[src/rtl/sprite_mem_gate.sv]
module sprite_mem_gate #(
  parameter int unsigned BASE  = 16'hFE00,
  parameter int unsigned DEPTH = 160,
  parameter int unsigned DW    = 8
) (
  input  logic          clk,
  input  logic          rst_n,
  input  logic [1:0]    lcd_mode,
  input  logic          copy_busy,
  input  logic [15:0]   bus_addr,
  input  logic          bus_rd,
  input  logic          bus_wr,
  input  logic [DW-1:0] wr_data,
  output logic [DW-1:0] rd_data,
  input  logic          cp_we,
  input  logic [7:0]    cp_idx,
  input  logic [DW-1:0] cp_data
);
  localparam int unsigned IW = $clog2(DEPTH);

  logic [DW-1:0] mem [DEPTH];
  logic [15:0]   off;
  logic          in_win, open, cpu_ok, cp_ok;
  logic [IW-1:0] cpu_i, cp_i;

  assign off    = bus_addr - 16'(BASE);
  assign in_win = bus_addr >= 16'(BASE) && off < 16'(DEPTH);
  assign open   = !copy_busy && (lcd_mode == 2'd0 || lcd_mode == 2'd1);
  assign cpu_ok = in_win && open;
  assign cpu_i  = off[IW-1:0];
  assign cp_ok  = copy_busy && cp_we && cp_idx < 8'(DEPTH);
  assign cp_i   = cp_idx[IW-1:0];

  always_ff @(posedge clk) begin
    if (cp_ok)
      mem[cp_i] <= cp_data;
    else if (bus_wr && cpu_ok)
      mem[cpu_i] <= wr_data;
  end

  always_ff @(posedge clk) begin
    if (!rst_n)
      rd_data <= '1;
    else if (bus_rd)
      rd_data <= cpu_ok ? mem[cpu_i] : '1;
  end

  a_r7_busy_reads_ones: assert property (@(posedge clk) disable iff (!rst_n)
    (bus_rd && copy_busy) |=> rd_data == '1);
  a_r6_scan_draw_reads_ones: assert property (@(posedge clk) disable iff (!rst_n)
    (bus_rd && lcd_mode[1]) |=> rd_data == '1);
  a_r9_outside_reads_ones: assert property (@(posedge clk) disable iff (!rst_n)
    (bus_rd && (bus_addr < 16'(BASE) || bus_addr >= 16'(BASE + DEPTH))) |=> rd_data == '1);
  a_r11_hold_when_idle: assert property (@(posedge clk) disable iff (!rst_n)
    !bus_rd |=> $stable(rd_data));
  a_r1_reset_value: assert property (@(posedge clk)
    !rst_n |=> rd_data == '1);
endmodule

[config.mk]
export PLATFORM = sky130hd
export DESIGN_NAME = sprite_mem_gate
export DESIGN_NICKNAME = d
export VERILOG_FILES = /design/src/rtl/sprite_mem_gate.sv
export SDC_FILE = /design/constraint.sdc
export NUM_CORES = 1
export LEC_CHECK = 0
export BUFFER_PORTS_ARGS = -buffer_cell sky130_fd_sc_hd__buf_2
export CAP_MARGIN = 40
export CORE_MARGIN = 5
export CORE_UTILIZATION = 43
export CTS_CLUSTER_SIZE = 30
export DETAILED_ROUTE_END_ITERATION = 12
export SYNTH_ARGS = -nofsm -noshare
export SYNTH_HDL_FRONTEND = slang
export SYNTH_SLANG_ARGS = --single-unit
[constraint.sdc]
create_clock -name clk -period 9.5 [get_ports clk]
set_input_delay 0.95 -clock clk [delete_from_list [all_inputs] [get_ports clk]]
set_output_delay 0.95 -clock clk [all_outputs]
set_load 0.01 [all_outputs]
==> impl_metrics.tcl, run 1 <==
set metrics [dict create \
    status "complete, no violations" \
    die_h_um 352.9 \
    hold_buffers 0 \
    crit_required_ns 9.85 \
    critical_path.max_fanout 28 \
    grt_overflow_total 0 \
    finalHoldViolCount 0 \
    fin_tns_setup_ns 0 \
    synthXorXnorAreaFrac_pct 0 \
    rr_worst_depth 6 \
    grt.total_usage_pct 20.18 \
    rows 125 \
    period_needed_ns 5.264 \
    dpl_cell_area_um2 53250 \
    cts-buffers-inserted 131 \
    max_stage_delay_ns 0.79 \
    hpwl_mm 78.96 \
    grt_pass1_wl_mm 181.6 \
    grt_max_degree 109 \
    core-area_um2 116500 \
    stdcell_area_um2 57290 \
    htree_levels 4 \
    cts_tree "yes" \
    grt_setup_unrepaired "false" \
    crit_path_start "bus_addr[9]" \
    yosysWarnings 0 \
    ir_worst_vdd_v 0.0001641 \
    fin_nets 2544 \
    cts_setup_buffers 0 \
    r2r-end "rd_data[2]$_SDFFE_PN1P_" \
    wirelength_mm 126.3 \
    drive_gt1_share_pct 29.12 \
    synth_fa_ha_area_share_pct 0.02474 \
    hold_path_class "flip-flop to flip-flop" \
    mostFrequentLayoutCell "edfxtp_1" \
    start_util_pct 43.40 \
    synth_cells 2340 \
    syn_avg_cell_area_um2 21.61 \
    clock_path_buffers 3 \
    pin_count 56 \
    fmax_ghz 0.1900 \
    fillers 9212 \
    reg2reg_from "mem[55][2]$_DFFE_PP_" \
    viasPerCell 6.000 \
    synth_cell_types 64 \
    slew_headroom_pct 38.78 \
    tightest_slew_ns 0.9150 \
    io_buffer_count 54 \
    avgRoutedWirePerCell_um 30.68 \
    startpoint_type "input port" \
    r2r_slack_ns 6.61 \
    final_antenna_net_count 0 \
    worstSetupEndpoint "mem[94][2]$_DFFE_PP_" \
    synth-simple-area-share_pct 3.187 \
    powerDensity_nw_per_um2 204.3 \
    crit_arrival_ns 5.61 \
    synth_compound_area_share_pct 2.477 \
    die_x_um 352.9 \
    drc 0 \
    clk_latency_ns 0.73 \
    synth-seq-area-share_pct 76.33 \
    antenna_found_initial 5 \
    maxCapViolations 0 \
    grt_pass1_vias 25331 \
    root_buffer "clkbuf_16" \
    synth_mux_area_share_pct 16.47 \
    synth_top_family_by_area "multiplexers" \
    die-area_um2 124500 \
    synth_edf_count 1280 \
    numClockSinks 1288 \
    netlist_area_um2 50560 \
    synth_nets 2389 \
    setup_viol 0 \
    async_flop_share_pct 0 \
    power_mw 11.70 \
    fin_skew_ns 0.02379 \
    slowest_stage "or3_1" \
    layout_common_cells "1280 x edfxtp_1, 336 x mux4_2, 132 x clkbuf_16" \
    critical_path.cell_chain "buf_2 -> ha_1 -> or4b_4 -> a2111oi_4 -> nand2_4 -> mux2i_4 -> buf_4 -> or3_1 -> nor2_1" \
    gp_congestion 0.8161 \
    first_pass_iters 5 \
    via_count 24710 \
    cts.reportedPaths.clkPinSlew_ns 0.06 \
    cts_resized 0 \
    drt_iter0_markers 2623 \
    critical_path_class "input port to flip-flop" \
    total_leakage_power_nw 17.72 \
    synth_ff_type "edfxtp_1" \
    drv_slew 0 \
    syn2layout_area_growth_pct 13.31 \
    end_kind "flip-flop" \
    fin_crit_sh_pct 55.41 \
    ys_seq_elements 1288 \
]
-- synth_stat cells, drive strengths merged (2+ instances only) --
library cell / n / area, um2
edfxtp: 1280 / 38440
mux4: 336 / 7567
nor2: 113 / 424.2
buf: 96 / 541.8
nor3: 64 / 360.3
clkbuf: 58 / 217.7
mux2i: 53 / 543.0
a22oi: 44 / 330.3
nand2: 39 / 161.4
nor4: 21 / 131.4
nand3: 20 / 110.1
a21oi: 19 / 95.09
mux2: 19 / 217.7
nor2b: 19 / 118.9
a221oi: 17 / 148.9
o21ai: 14 / 70.07
or3: 14 / 87.58
nand2b: 11 / 68.82
a22o: 8 / 70.07
dfxtp: 8 / 160.2
a31oi: 7 / 43.79
o221ai: 7 / 61.31
o22ai: 7 / 43.79
a211oi: 6 / 45.04
and2: 6 / 40.04
o211ai: 6 / 50.05
or2: 5 / 31.28
o21bai: 4 / 30.03
a2111oi: 3 / 45.05
a41o: 3 / 30.03
a41oi: 3 / 33.79
nand4: 3 / 18.77
o31ai: 3 / 22.52
a21boi: 2 / 15.01
a21o: 2 / 15.01
and3: 2 / 12.51
o211a: 2 / 20.02
o2bb2ai: 2 / 17.52
o311a: 2 / 20.02
o311ai: 2 / 17.52
-- per-layer routing --
| layer | global-route usage (%) | share of wire, % |
|---|---|---|
| met1 | 27.74 | 40 |
| met2 | 32.89 | 49 |
| met3 | 3.608 | 7.2 |
| met4 | 6.975 | 3.3 |
| met5 | 0 | 0.031 |
-- area by class of cell --
class                      instances  area, um2  share of cell area (%)
antenna                            1      2.502                0.004368
clock inverter                    71      579.3                   1.011
tap                             1524       1907                   3.328
multi-input combinational        897      11400                   19.90
sequential                      1288      38600                   67.37
inverter                           1      3.754                0.006552
clock buffer                     160       3428                   5.984
timing repair buffer             176       1371                   2.394
-- per-stage QoR --
stage / worst slack [ns] / hold slack, ns / util (%) / std cells
detailed placement: 3.491 / 0.5145 / 45.70 / 3884
floorplan: 5.142 / 0.5076 / - / 2340
global route: 4.172 / 0.5448 / 49.17 / 4117
finish: 4.236 / 0.5177 / 49.17 / 4118
global placement: 3.511 / 0.4971 / 45.28 / 3831
CTS: 4.263 / 0.5229 / 49.14 / 4115
-- how the worst min path moves through the flow --
stage                            start                 endpoint  slack, ns  cells after the start
2_1_floorplan  rd_data[0]$_SDFFE_PN1P_  rd_data[0]$_SDFFE_PN1P_       0.51                      2
3_3_place_gp   rd_data[1]$_SDFFE_PN1P_  rd_data[1]$_SDFFE_PN1P_       0.50                      2
3_5_place_dp   rd_data[3]$_SDFFE_PN1P_  rd_data[3]$_SDFFE_PN1P_       0.51                      2
4_1_cts        rd_data[3]$_SDFFE_PN1P_  rd_data[3]$_SDFFE_PN1P_       0.52                      2
5_1_grt        rd_data[1]$_SDFFE_PN1P_  rd_data[1]$_SDFFE_PN1P_       0.54                      2
6_report       rd_data[3]$_SDFFE_PN1P_  rd_data[3]$_SDFFE_PN1P_       0.52                      2
-- kinds of logic (layout without fill, tap and decap cells) --
| logic type | after synthesis | count (layout) |
|---|---|---|
| flops | 1288 | 1288 |
| mux | 408 | 408 |
| simple gates | 322 | 322 |
| compound gates | 166 | 166 |
| buf+inv | 155 | 408 |
| fa+ha+maj | 1 | 1 |
| other cells | 0 | 1 |
-- where the power goes --
part	internal [mW]	switching [mW]
clock	2.76	2.10
combinational	0.204	0.385
sequential	6.25	0.000987
-- registers in the layout (all words and copies together) (netlist names) --
register	count
mem	1280
rd_data	8
-- worst max-delay path, delay by kind of cell --
kind / cells / cell delay, ns
buf+inv: 2 / 0.47
fa+ha+maj: 1 / 0.28
mux: 1 / 0.38
compound gates: 1 / 0.75
simple gates: 4 / 2.71
Note: power is estimated with default switching activity, not from simulation.
==> inputs of run 2 (changes only) <==
--- a/config.mk
+++ b/config.mk
@@ -5,6 +5,7 @@
 export SDC_FILE = /design/constraint.sdc
 export NUM_CORES = 1
 export LEC_CHECK = 0
+export ABC_AREA = 1
 export BUFFER_PORTS_ARGS = -buffer_cell sky130_fd_sc_hd__buf_2
 export CAP_MARGIN = 40
 export CORE_MARGIN = 5
==> constraint.sdc (replaced) <==
create_clock -name clk -period 4.6 [get_ports clk]
set_input_delay 0.46 -clock clk [delete_from_list [all_inputs] [get_ports clk]]
set_output_delay 0.46 -clock clk [all_outputs]
set_load 0.01 [all_outputs]
==> impl_metrics.tcl, run 2 <==
set metrics [dict create \
    ys_seq_elements 1288 \
    drt_iter0_markers 3947 \
    slew_headroom_pct 22.59 \
    crit_arrival_ns 3.86 \
    gp_congestion 0.8650 \
    drive_gt1_share_pct 10.41 \
    die_x_um 359.4 \
    fin_nets 4687 \
    hold_path_class "input port to flip-flop" \
    synth-seq-area-share_pct 73.54 \
    fmax_ghz 0.2921 \
    cts_setup_buffers 0 \
    avgRoutedWirePerCell_um 22.33 \
    dpl_cell_area_um2 55810 \
    viasPerCell 5.472 \
    die_h_um 359.4 \
    core-area_um2 121600 \
    path_common_cell "buf_4" \
    total_leakage_power_nw 21.28 \
    grt.total_usage_pct 21.49 \
    cts-buffers-inserted 136 \
    synth_cells 4509 \
    maxCapViolations 0 \
    grt_pass1_wl_mm 211.6 \
    start_util_pct 43.17 \
    first_pass_iters 6 \
    critical-path-top-delay-family "simple AND/OR/NAND/NOR gates" \
    pin_count 56 \
    top_regs "mem: 1280 flops, rd_data: 8 flops" \
    hpwl_mm 84.68 \
    finalHoldViolCount 0 \
    syn2layout_area_growth_pct 14.52 \
    crit_path_start "bus_addr[9]" \
    cts_tree "yes" \
    layout_common_cells "1388 x nand2_1, 1280 x edfxtp_1, 982 x nand3_1" \
    die-area_um2 129100 \
    yosys.area.top_type_share_pct 73.24 \
    cts_resized 0 \
    clk_latency_ns 0.74 \
    rows 128 \
    critical_path_class "input port to flip-flop" \
    largest_reg_flops 1280 \
    synth_ff_type "edfxtp_1" \
    mostFrequentLayoutCell "nand2_1" \
    status "complete, no violations" \
    fin_tns_setup_ns 0 \
    synth_nets 4558 \
    synth_area_leaders "edfxtp_1 73%, nand2_1 9.9%, nand3_1 9.4%, nor2_1 2.0%, clkbuf_1 1.3%" \
    setup_viol 0 \
    synth_top_area_cell "edfxtp_1" \
    hold_path.startpoint "rst_n" \
    end_kind "flip-flop" \
    reg2reg_from "mem[121][1]$_DFFE_PP_" \
    period_needed_ns 3.424 \
    critPathBufInv 5 \
    synth_common_cells "1388 x nand2_1, 1280 x edfxtp_1, 982 x nand3_1" \
    power_mw 25.04 \
    root_buffer "clkbuf_16" \
    htree_levels 4 \
    grt_pass1_vias 33145 \
    via_count 34863 \
    drc 0 \
    regMostFlops "mem" \
    max_stage_delay_ns 0.46 \
    synth_cell_types 26 \
    yosysWarnings 0 \
    async_flop_share_pct 0 \
    grt_overflow_total 0 \
    powerDensity_nw_per_um2 416.6 \
    clock_path_buffers 3 \
    r2r_slack_ns 2.49 \
    critical_path.cell_chain "buf_2 -> ha_1 -> nor4_1 -> buf_4 -> o211a_1 -> nand2_4 -> buf_4 -> nand2_1 -> o21ai_2 -> nor2_2 -> nand3_1 -> buf_4 -> nor2_1 -> buf_4" \
    syn_avg_cell_area_um2 11.64 \
    ir_worst_vdd_v 0.0003859 \
    grt_max_degree 219 \
    io_buffer_count 54 \
    final_antenna_net_count 0 \
    synth_edf_count 1280 \
    numClockSinks 1288 \
    fin_skew_ns 0.01688 \
    drv_slew 0 \
    cts.reportedPaths.clkPinSlew_ns 0.06 \
    antenna_found_initial 2 \
    netlist_area_um2 52480 \
    slowest_stage "nand3_1" \
    grt_setup_unrepaired "false" \
    crit_required_ns 5.04 \
    tightest_slew_ns 1.161 \
    startpoint_type "input port" \
    wirelength_mm 142.3 \
    critical_path.max_fanout 16 \
    synthMostInstantiatedCell "nand2_1" \
    fin_crit_sh_pct 74.43 \
    stdcell_area_um2 60100 \
]
-- run 2: cell types whose count changed in the layout (fill, tap and decap cells not counted), sizes merged, moves of 105 or more --
cell   delta
mux4    -336
nand3   +962
o21ai   +119
buf     +105
nor2    +181
nand2  +1354
-- run 2: worst min-delay path: stages --
cell and delay, ns:
buf_2 0.07, inv_1 0.10, a21oi_1 0.13, nand2_1 0.05
-- run 2: cell type report --
type	instances	area [um2]
Clock buffer	185	3725
Tap cell	1625	2033
Clock inverter	59	546.8
Timing Repair Buffer	282	2338
Multi-Input combinational cell	2889	12680
Inverter	41	175.2
Antenna cell	2	5.005
Fill cell	10667	61460
Sequential cell	1288	38600
-- run 2: kinds of logic after synthesis --
group | Yosys count | share of synthesized area, %
AOI/OAI and AO/OA | 208 | 2.172
adders and majority gates | 1 | 0.02384
buffers and inverters | 332 | 2.522
DFF | 1288 | 73.54
muxes | 8 | 0.1717
and+or+nand+nor | 2672 | 21.57
-- run 2: what timing repair did --
| action | 4_1_cts | 5_1_grt |
|---|---|---|
| hold endpoints to repair | 4 | 0 |
| setup endpoints to repair | 0 | 0 |
| hold buffers | 1 | 0 |
-- run 2: metal layers --
layer / vias up / GRT usage (%) / wire length (um)
met1: 17153 / 30.71 / 60990
met2: 1285 / 34.27 / 66830
met3: 225 / 3.130 / 10360
li1: 16200 / - / -
met5: - / 0 / 0
met4: 0 / 6.741 / 4098
-- run 2: report_power, final --
group,switching [mW],internal [mW],total (mW),leakage [nW]
logic,1.14,0.383,1.52,7.64
clock network,4.42,6.18,10.6,2.07
registers,0.00361,12.9,12.9,11.6
-- run 2: through the flow --
| step | hold WS, ns | utilization (%) | std cells | worst slack, ns |
|---|---|---|---|---|
| after floorplan | 0.5120 | - | 4509 | 1.238 |
| after global placement | 0.4489 | 45.90 | 6123 | 0.5257 |
| after detailed placement | 0.4528 | 45.92 | 6124 | 0.5071 |
| after CTS | 0.09639 | 49.44 | 6369 | 1.283 |
| after global routing | 0.1395 | 49.44 | 6369 | 1.060 |
| final | 0.1359 | 49.44 | 6371 | 1.176 |
-- run 2: final timing paths --
kind | end | cells past startpoint
worst min register to register | rd_data[2]$_SDFFE_PN1P_ | 2
worst min-delay path | rd_data[0]$_SDFFE_PN1P_ | 4
worst max-delay path | mem[134][6]$_DFFE_PP_ | 14
worst max register to register | rd_data[1]$_SDFFE_PN1P_ | 14
